<file path="src/rtl/vrx_pkg.sv">
package vrx_pkg;
  localparam int CNT_W    = 4;
  localparam int SLOTS    = 1 << CNT_W;
  localparam int DATA_MAX = 8;
  localparam int MASK_W   = DATA_MAX + 1;
  localparam int IDX_W    = 4;

  typedef enum logic [1:0] {ST_IDLE, ST_START, ST_BITS} rx_state_e;

  typedef struct packed {
    logic [DATA_MAX-1:0] data;
    logic                perr;
    logic                corr;
  } fix_t;

  // top bit of the high-sample count is the decided value
  function automatic logic bit_decide(input logic [CNT_W-1:0] c);
    return c[CNT_W-1];
  endfunction

  // counts whose upper bits sit just below or at half are questionable
  function automatic logic bit_marginal(input logic [CNT_W-1:0] c);
    logic [CNT_W-2:0] hi;
    hi = c[CNT_W-1:1];
    return (hi == (CNT_W-1)'(SLOTS/4 - 1)) || (hi == (CNT_W-1)'(SLOTS/4));
  endfunction

  function automatic logic [IDX_W-1:0] word_bits(input logic [1:0] wl);
    return IDX_W'(5) + {2'b00, wl};
  endfunction

  function automatic fix_t parity_fix(input logic [DATA_MAX-1:0] d,
                                      input logic pbit,
                                      input logic [MASK_W-1:0] m,
                                      input logic pen,
                                      input logic odd);
    fix_t r;
    r.data = d;
    r.perr = 1'b0;
    r.corr = 1'b0;
    if (pen && ((^d ^ pbit) != odd)) begin
      if ($countones(m) == 1) begin
        r.corr = 1'b1;
        if (!m[MASK_W-1]) r.data = d ^ m[DATA_MAX-1:0];
      end else begin
        r.perr = 1'b1;
      end
    end
    return r;
  endfunction
endpackage

</file>
<file path="src/rtl/vrx_sync.sv">
module vrx_sync #(
  parameter int STAGES = 2
) (
  input  logic clk,
  input  logic rst_n,
  input  logic d,
  output logic q
);
  logic [STAGES-1:0] chain;

  always_ff @(posedge clk or negedge rst_n) begin
    if (!rst_n) chain <= '1;
    else        chain <= {chain[STAGES-2:0], d};
  end

  assign q = chain[STAGES-1];
endmodule

</file>
<file path="src/rtl/vrx_bit_timer.sv">
module vrx_bit_timer
  import vrx_pkg::*;
(
  input  logic clk,
  input  logic rst_n,
  input  logic tick,
  input  logic busy,
  input  logic start,
  input  logic rx_s,
  output logic mid_tick,
  output logic end_tick,
  output logic bit_val,
  output logic bit_flag
);
  localparam logic [CNT_W-1:0] MID  = (CNT_W)'(SLOTS/2 - 1);
  localparam logic [CNT_W-1:0] LAST = (CNT_W)'(SLOTS - 1);

  logic [CNT_W-1:0] pc;
  logic [CNT_W-1:0] cnt;

  always_ff @(posedge clk or negedge rst_n) begin
    if (!rst_n) begin
      pc  <= '0;
      cnt <= '0;
    end else if (start) begin
      pc  <= (CNT_W)'(1);
      cnt <= '0;
    end else if (!busy) begin
      pc  <= '0;
      cnt <= '0;
    end else if (tick) begin
      pc <= pc + 1'b1;
      if (pc == LAST)  cnt <= '0;
      else if (rx_s)   cnt <= cnt + 1'b1;
    end
  end

  assign mid_tick = busy && tick && (pc == MID);
  assign end_tick = busy && tick && (pc == LAST);
  assign bit_val  = bit_decide(cnt);
  assign bit_flag = bit_marginal(cnt);
endmodule

</file>
<file path="src/rtl/vrx_framer.sv">
module vrx_framer
  import vrx_pkg::*;
(
  input  logic                clk,
  input  logic                rst_n,
  input  logic                tick,
  input  logic                rx_s,
  input  logic [1:0]          cfg_wlen,
  input  logic                cfg_par_en,
  input  logic                cfg_par_odd,
  input  logic                cfg_two_stop,
  input  logic                mid_tick,
  input  logic                end_tick,
  input  logic                bit_val,
  input  logic                bit_flag,
  output logic                start,
  output logic                busy,
  output logic                in_start,
  output logic [IDX_W-1:0]    lat_nbits,
  output logic                lat_par_en,
  output logic [DATA_MAX-1:0] rx_data,
  output logic                rx_valid,
  output logic                frame_err,
  output logic                parity_err,
  output logic                corrected,
  output logic [MASK_W-1:0]   q_mask
);
  rx_state_e           state;
  logic                prev_hi;
  logic [IDX_W-1:0]    idx;
  logic                odd_q, two_q;
  logic [DATA_MAX-1:0] dat_q;
  logic                pbit_q;
  logic [MASK_W-1:0]   mask_q;
  logic                ferr_q;
  logic [IDX_W-1:0]    last_idx;
  fix_t                fix;

  assign busy     = (state != ST_IDLE);
  assign in_start = (state == ST_START);
  assign start    = (state == ST_IDLE) && tick && !rx_s && prev_hi;
  assign last_idx = lat_nbits + {{(IDX_W-1){1'b0}}, lat_par_en} + {{(IDX_W-1){1'b0}}, two_q};
  assign fix      = parity_fix(dat_q, pbit_q, mask_q, lat_par_en, odd_q);

  always_ff @(posedge clk or negedge rst_n) begin
    if (!rst_n) begin
      state      <= ST_IDLE;
      prev_hi    <= 1'b0;
      idx        <= '0;
      lat_nbits  <= '0;
      lat_par_en <= 1'b0;
      odd_q      <= 1'b0;
      two_q      <= 1'b0;
      dat_q      <= '0;
      pbit_q     <= 1'b0;
      mask_q     <= '0;
      ferr_q     <= 1'b0;
      rx_data    <= '0;
      rx_valid   <= 1'b0;
      frame_err  <= 1'b0;
      parity_err <= 1'b0;
      corrected  <= 1'b0;
      q_mask     <= '0;
    end else begin
      rx_valid <= 1'b0;
      unique case (state)
        ST_IDLE: begin
          if (tick) prev_hi <= rx_s;
          if (start) begin
            state      <= ST_START;
            lat_nbits  <= word_bits(cfg_wlen);
            lat_par_en <= cfg_par_en;
            odd_q      <= cfg_par_odd;
            two_q      <= cfg_two_stop;
          end
        end
        ST_START: begin
          if (mid_tick && rx_s) begin
            state   <= ST_IDLE;
            prev_hi <= 1'b0;
          end else if (end_tick) begin
            state  <= ST_BITS;
            idx    <= '0;
            dat_q  <= '0;
            pbit_q <= 1'b0;
            mask_q <= '0;
            ferr_q <= 1'b0;
          end
        end
        ST_BITS: begin
          if (end_tick) begin
            idx <= idx + 1'b1;
            if (idx < lat_nbits) begin
              dat_q[idx[2:0]]  <= bit_val;
              mask_q[idx[2:0]] <= bit_flag;
            end else if (lat_par_en && (idx == lat_nbits)) begin
              pbit_q           <= bit_val;
              mask_q[MASK_W-1] <= bit_flag;
            end else if (!bit_val) begin
              ferr_q <= 1'b1;
            end
            if (idx == last_idx) begin
              state      <= ST_IDLE;
              prev_hi    <= 1'b0;
              rx_valid   <= 1'b1;
              rx_data    <= fix.data;
              parity_err <= fix.perr;
              corrected  <= fix.corr;
              q_mask     <= mask_q;
              frame_err  <= ferr_q | !bit_val;
            end
          end
        end
        default: state <= ST_IDLE;
      endcase
    end
  end
endmodule

</file>
<file path="src/rtl/vote_uart_rx.sv">
module vote_uart_rx
  import vrx_pkg::*;
#(
  parameter int SYNC_STAGES = 2
) (
  input  logic                clk,
  input  logic                rst_n,
  input  logic                rx_line,
  input  logic                tick16,
  input  logic [1:0]          cfg_wlen,
  input  logic                cfg_par_en,
  input  logic                cfg_par_odd,
  input  logic                cfg_two_stop,
  output logic [DATA_MAX-1:0] rx_data,
  output logic                rx_valid,
  output logic                frame_err,
  output logic                parity_err,
  output logic                corrected,
  output logic [MASK_W-1:0]   q_mask
);
  logic             rx_s;
  logic             start, busy, in_start;
  logic             mid_tick, end_tick;
  logic             bit_val, bit_flag;
  logic [IDX_W-1:0] lat_nbits;
  logic             lat_par_en;

  vrx_sync #(.STAGES(SYNC_STAGES)) sync_i (
    .clk(clk), .rst_n(rst_n), .d(rx_line), .q(rx_s)
  );

  vrx_bit_timer timer_i (
    .clk(clk), .rst_n(rst_n), .tick(tick16), .busy(busy), .start(start),
    .rx_s(rx_s), .mid_tick(mid_tick), .end_tick(end_tick),
    .bit_val(bit_val), .bit_flag(bit_flag)
  );

  vrx_framer framer_i (
    .clk(clk), .rst_n(rst_n), .tick(tick16), .rx_s(rx_s),
    .cfg_wlen(cfg_wlen), .cfg_par_en(cfg_par_en), .cfg_par_odd(cfg_par_odd),
    .cfg_two_stop(cfg_two_stop), .mid_tick(mid_tick), .end_tick(end_tick),
    .bit_val(bit_val), .bit_flag(bit_flag), .start(start), .busy(busy),
    .in_start(in_start), .lat_nbits(lat_nbits), .lat_par_en(lat_par_en),
    .rx_data(rx_data), .rx_valid(rx_valid), .frame_err(frame_err),
    .parity_err(parity_err), .corrected(corrected), .q_mask(q_mask)
  );
endmodule

</file>
<file path="config.mk">
export PLATFORM = sky130hd
export DESIGN_NAME = vote_uart_rx
export DESIGN_NICKNAME = d
export VERILOG_FILES = /design/src/rtl/vrx_pkg.sv /design/src/rtl/vrx_sync.sv /design/src/rtl/vrx_bit_timer.sv /design/src/rtl/vrx_framer.sv /design/src/rtl/vote_uart_rx.sv
export SDC_FILE = /design/constraint.sdc
export NUM_CORES = 1
export LEC_CHECK = 0
export ABC_AREA = 1
export CAP_MARGIN = 20
export CORE_ASPECT_RATIO = 0.8
export CORE_MARGIN = 5
export CORE_UTILIZATION = 55
export CTS_CLUSTER_SIZE = 8
export DETAILED_ROUTE_END_ITERATION = 16
export PLACE_DENSITY = 0.78
export SLEW_MARGIN = 20
export SYNTH_ARGS = -nofsm -noshare
export SYNTH_HDL_FRONTEND = slang
export SYNTH_SLANG_ARGS = --single-unit
</file>
<file path="constraint.sdc">
create_clock -name clk -period 5.2 [get_ports clk]
set_input_delay 0.78 -clock clk [delete_from_list [all_inputs] [get_ports clk]]
set_output_delay 0.78 -clock clk [all_outputs]
set_load 0.02 [all_outputs]
</file>
==> results.yml <==
grt:
  gr-total-overflow: 0
  grt_use_total: 0.212
  antenna_found_initial: 0
  grt_pass1_wl_microns: 14400
  use_met2: 0.329
  grt-busiest-layer: "met2"
  grt_max_degree: 65
  gr-usage-met3: 0.0468
  grt_pass1_vias: 3115
  met1_usage: 0.294
yosys:
  syn_area_per_cell_sq_um: 7.65
  netlist_instances: 486
  synth.top_cell.area_share: 0.417
  yosysWarnings: 0
  yosysTopAreaCell: "dfrtp_1"
  syn_area_sq_um: 3720
  synth_seq_cells: 64
  synth_fp_nets: 518
  synthTopCellsByArea: "dfrtp_1 (42%), nand2_1 (16%), inv_1 (6.7%)"
  ys_seq_area_frac: 0.432
  synth_cell_types: 32
cells_and_area:
  area_growth_pct: 14.8
  utilization: 0.659
  layout_commonest_cell: "nand2_1"
  drive_gt1_frac: 0.0649
  fin_nets: 551
  num_antenna_cells: 0
  mostFrequentLayoutCells: "nand2_1 (157), inv_1 (66), dfrtp_1 (62)"
pwr:
  total_leakage_power_nw: 2.11
  sw_frac_of_total: 0.385
  p_clk_frac: 0.270
  comb_power_share: 0.353
  power.density_nw_per_um2: 376
  pwr-share-seq: 0.377
  p_switching_w: 0.000618
  p_int_w: 0.000988
  peakVddDrop_v: 0.000258
sta:
  slew_headroom: 0.460
  fmax_ghz: 0.277
  setup_violations: 0
  finalMaxSlewViolations: 0
  period_share: 0.695
  setup_slack_ps: 1590
  rsz0062_at_grt: "false"
  fin_crit_ps: 3610
  tightest_slew_ps: 810
  hold_viol_final: 0
  clock_skew_ps: 5.32
  fin_tns_setup_ps: 0
clock_network:
  post_cts_resize_count: 0
  ctsHoldBuffers: 0
  clk_latency_ps: 350
  numCtsBuffers: 9
  path_clk_slew_ps: 70
  cts_max_path_buffers: 2
  cts_tree: "done"
  post_cts_buffers: 0
  ctsHtreeMaxLevel: 3
  cts_num_sinks: 64
  cts_root_buf: "clkbuf_8"
route:
  drc_errors: 0
  drtPass1Iterations: 5
  via_count: 3210
  initialDrtViolationCount: 196
  via_per_inst: 5.28
  drt.antenna.violating_nets: 0
  wl_per_cell_microns: 13.4
  finalWirelength_microns: 8150
placed_design:
  dp_hpwl_microns: 6000
  pre_cts_ws_ps: 1600
  port-buffer-count: 29
  gp_congestion: 0.850
die:
  die_x_microns: 102
  die_h_microns: 83.5
  core_sq_um: 6470
  start_util: 0.574
  rows: 26
  die_area_sq_um: 8510
  io_pins: 30
run:
  drv_cap: 0
setup_path:
  ff2ff_setup_slack_ps: 1590
  worstSetupPathType: "flip-flop to flip-flop"
  critPathRequiredTime_ps: 5440
  arrival_ps: 3850
  worstPathMaxFanout: 8
  startpoint_type: "flip-flop"
  end_kind: "flip-flop"
min_path:
  hold_class: "flip-flop to flip-flop"
run_status:
  status: "complete, no violations"
[state kept, by name, indices dropped and copies added (netlist names), 2 cells and up]
register and count:
framer_i.dat_q 8, framer_i.idx 4, framer_i.lat_nbits 4, framer_i.mask_q 9, framer_i.q_mask 9, framer_i.rx_data 8
framer_i.state 2, sync_i.chain 2, timer_i.cnt 4, timer_i.pc 4
[cell families after synthesis]
| kind of cell | synth area share |
|---|---|
| buffers and inverters | 0.0845 |
| adders and majority gates | 0.0895 |
| xor gates and xnor gates | 0.0259 |
| and+or+nand+nor | 0.300 |
| DFF | 0.432 |
| AOI/OAI and AO/OA | 0.0683 |
[power groups by stage]
stage / Sequential, W / Clock, W / Combinational (W)
after detailed placement: 0.000614 / 0 / 0.000560
final: 0.000605 / 0.000434 / 0.000567
after floorplan: 0.000600 / 0 / 0.000453
after CTS: 0.000605 / 0.000445 / 0.000565
after global placement: 0.000612 / 0 / 0.000540
after global routing: 0.000613 / 0.000469 / 0.000648
[per-stage QoR]
stage | total power [W] | cells | hold slack, ps | cell area (sq um)
6_report | 0.00161 | 608 | 356 | 4270
5_1_grt | 0.00173 | 608 | 366 | 4270
4_1_cts | 0.00162 | 608 | 357 | 4270
3_5_place_dp | 0.00117 | 592 | 347 | 4070
3_3_place_gp | 0.00115 | 592 | 346 | 4070
2_1_floorplan | 0.00105 | 486 | 345 | 3720
[worst max-delay path: stages, from the launching register on]
cell     delay [ps]
dfrtp_1         410
ha_1            210
fa_1            530
inv_1            50
fa_1            530
inv_1            40
ha_1            200
fa_1            430
nor2_1           90
nand3_1          90
inv_1            80
nand3_1         280
nor2_1          270
nand4_1         130
nand3_1         120
nand2_1          50
[synth_stat cells]
cell type,n
fa_1,6
nand3_2,2
buf_4,1
o211ai_1,1
o21ai_1,14
dfrtp_1,62
nand2_1,157
o21ai_0,18
or2_0,1
buf_6,1
buf_2,3
dfstp_2,2
a21oi_1,11
inv_4,1
xnor2_1,6
clkbuf_1,3
nor3_1,5
nor2_1,32
o2111ai_1,1
nor2_4,2
nand2_2,4
inv_1,66
nand4_1,9
o32ai_1,1
nand3_1,45
nor2_2,3
o22ai_1,1
o21bai_1,1
ha_1,17
xor2_1,5
nor3b_1,1
inv_2,4
[layout make-up]
cell class,instances,area (sq um)
repair buffers,30,293
flip-flops and latches,64,1600
inverters,71,269
fillers,531,2200
multi-input cells,343,1800
clock buffers,13,159
well taps,84,105
clock inverters,3,40.0
[routing by layer]
layer / wire length [microns] / vias up
li1: - / 1607
met5: 0 / -
met4: 128 / 0
met1: 3860 / 1504
met2: 3720 / 85
met3: 429 / 14
[worst paths after layout]
check / from / depth (start not counted) / to
max: framer_i.mask_q[1]$_DFFE_PN0P_ / 15 / framer_i.rx_data[1]$_DFFE_PN0P_
min: sync_i.chain[0]$_DFF_PN1_ / 0 / sync_i.chain[1]$_DFF_PN1_
max reg2reg: framer_i.mask_q[1]$_DFFE_PN0P_ / 15 / framer_i.rx_data[1]$_DFFE_PN0P_
min reg2reg: sync_i.chain[0]$_DFF_PN1_ / 0 / sync_i.chain[1]$_DFF_PN1_
max in group asynchronous: rst_n / 2 / framer_i.mask_q[4]$_DFFE_PN0P_
min in group asynchronous: rst_n / 2 / timer_i.pc[1]$_DFFE_PN0P_
Note: power is estimated with default switching activity, not from simulation.
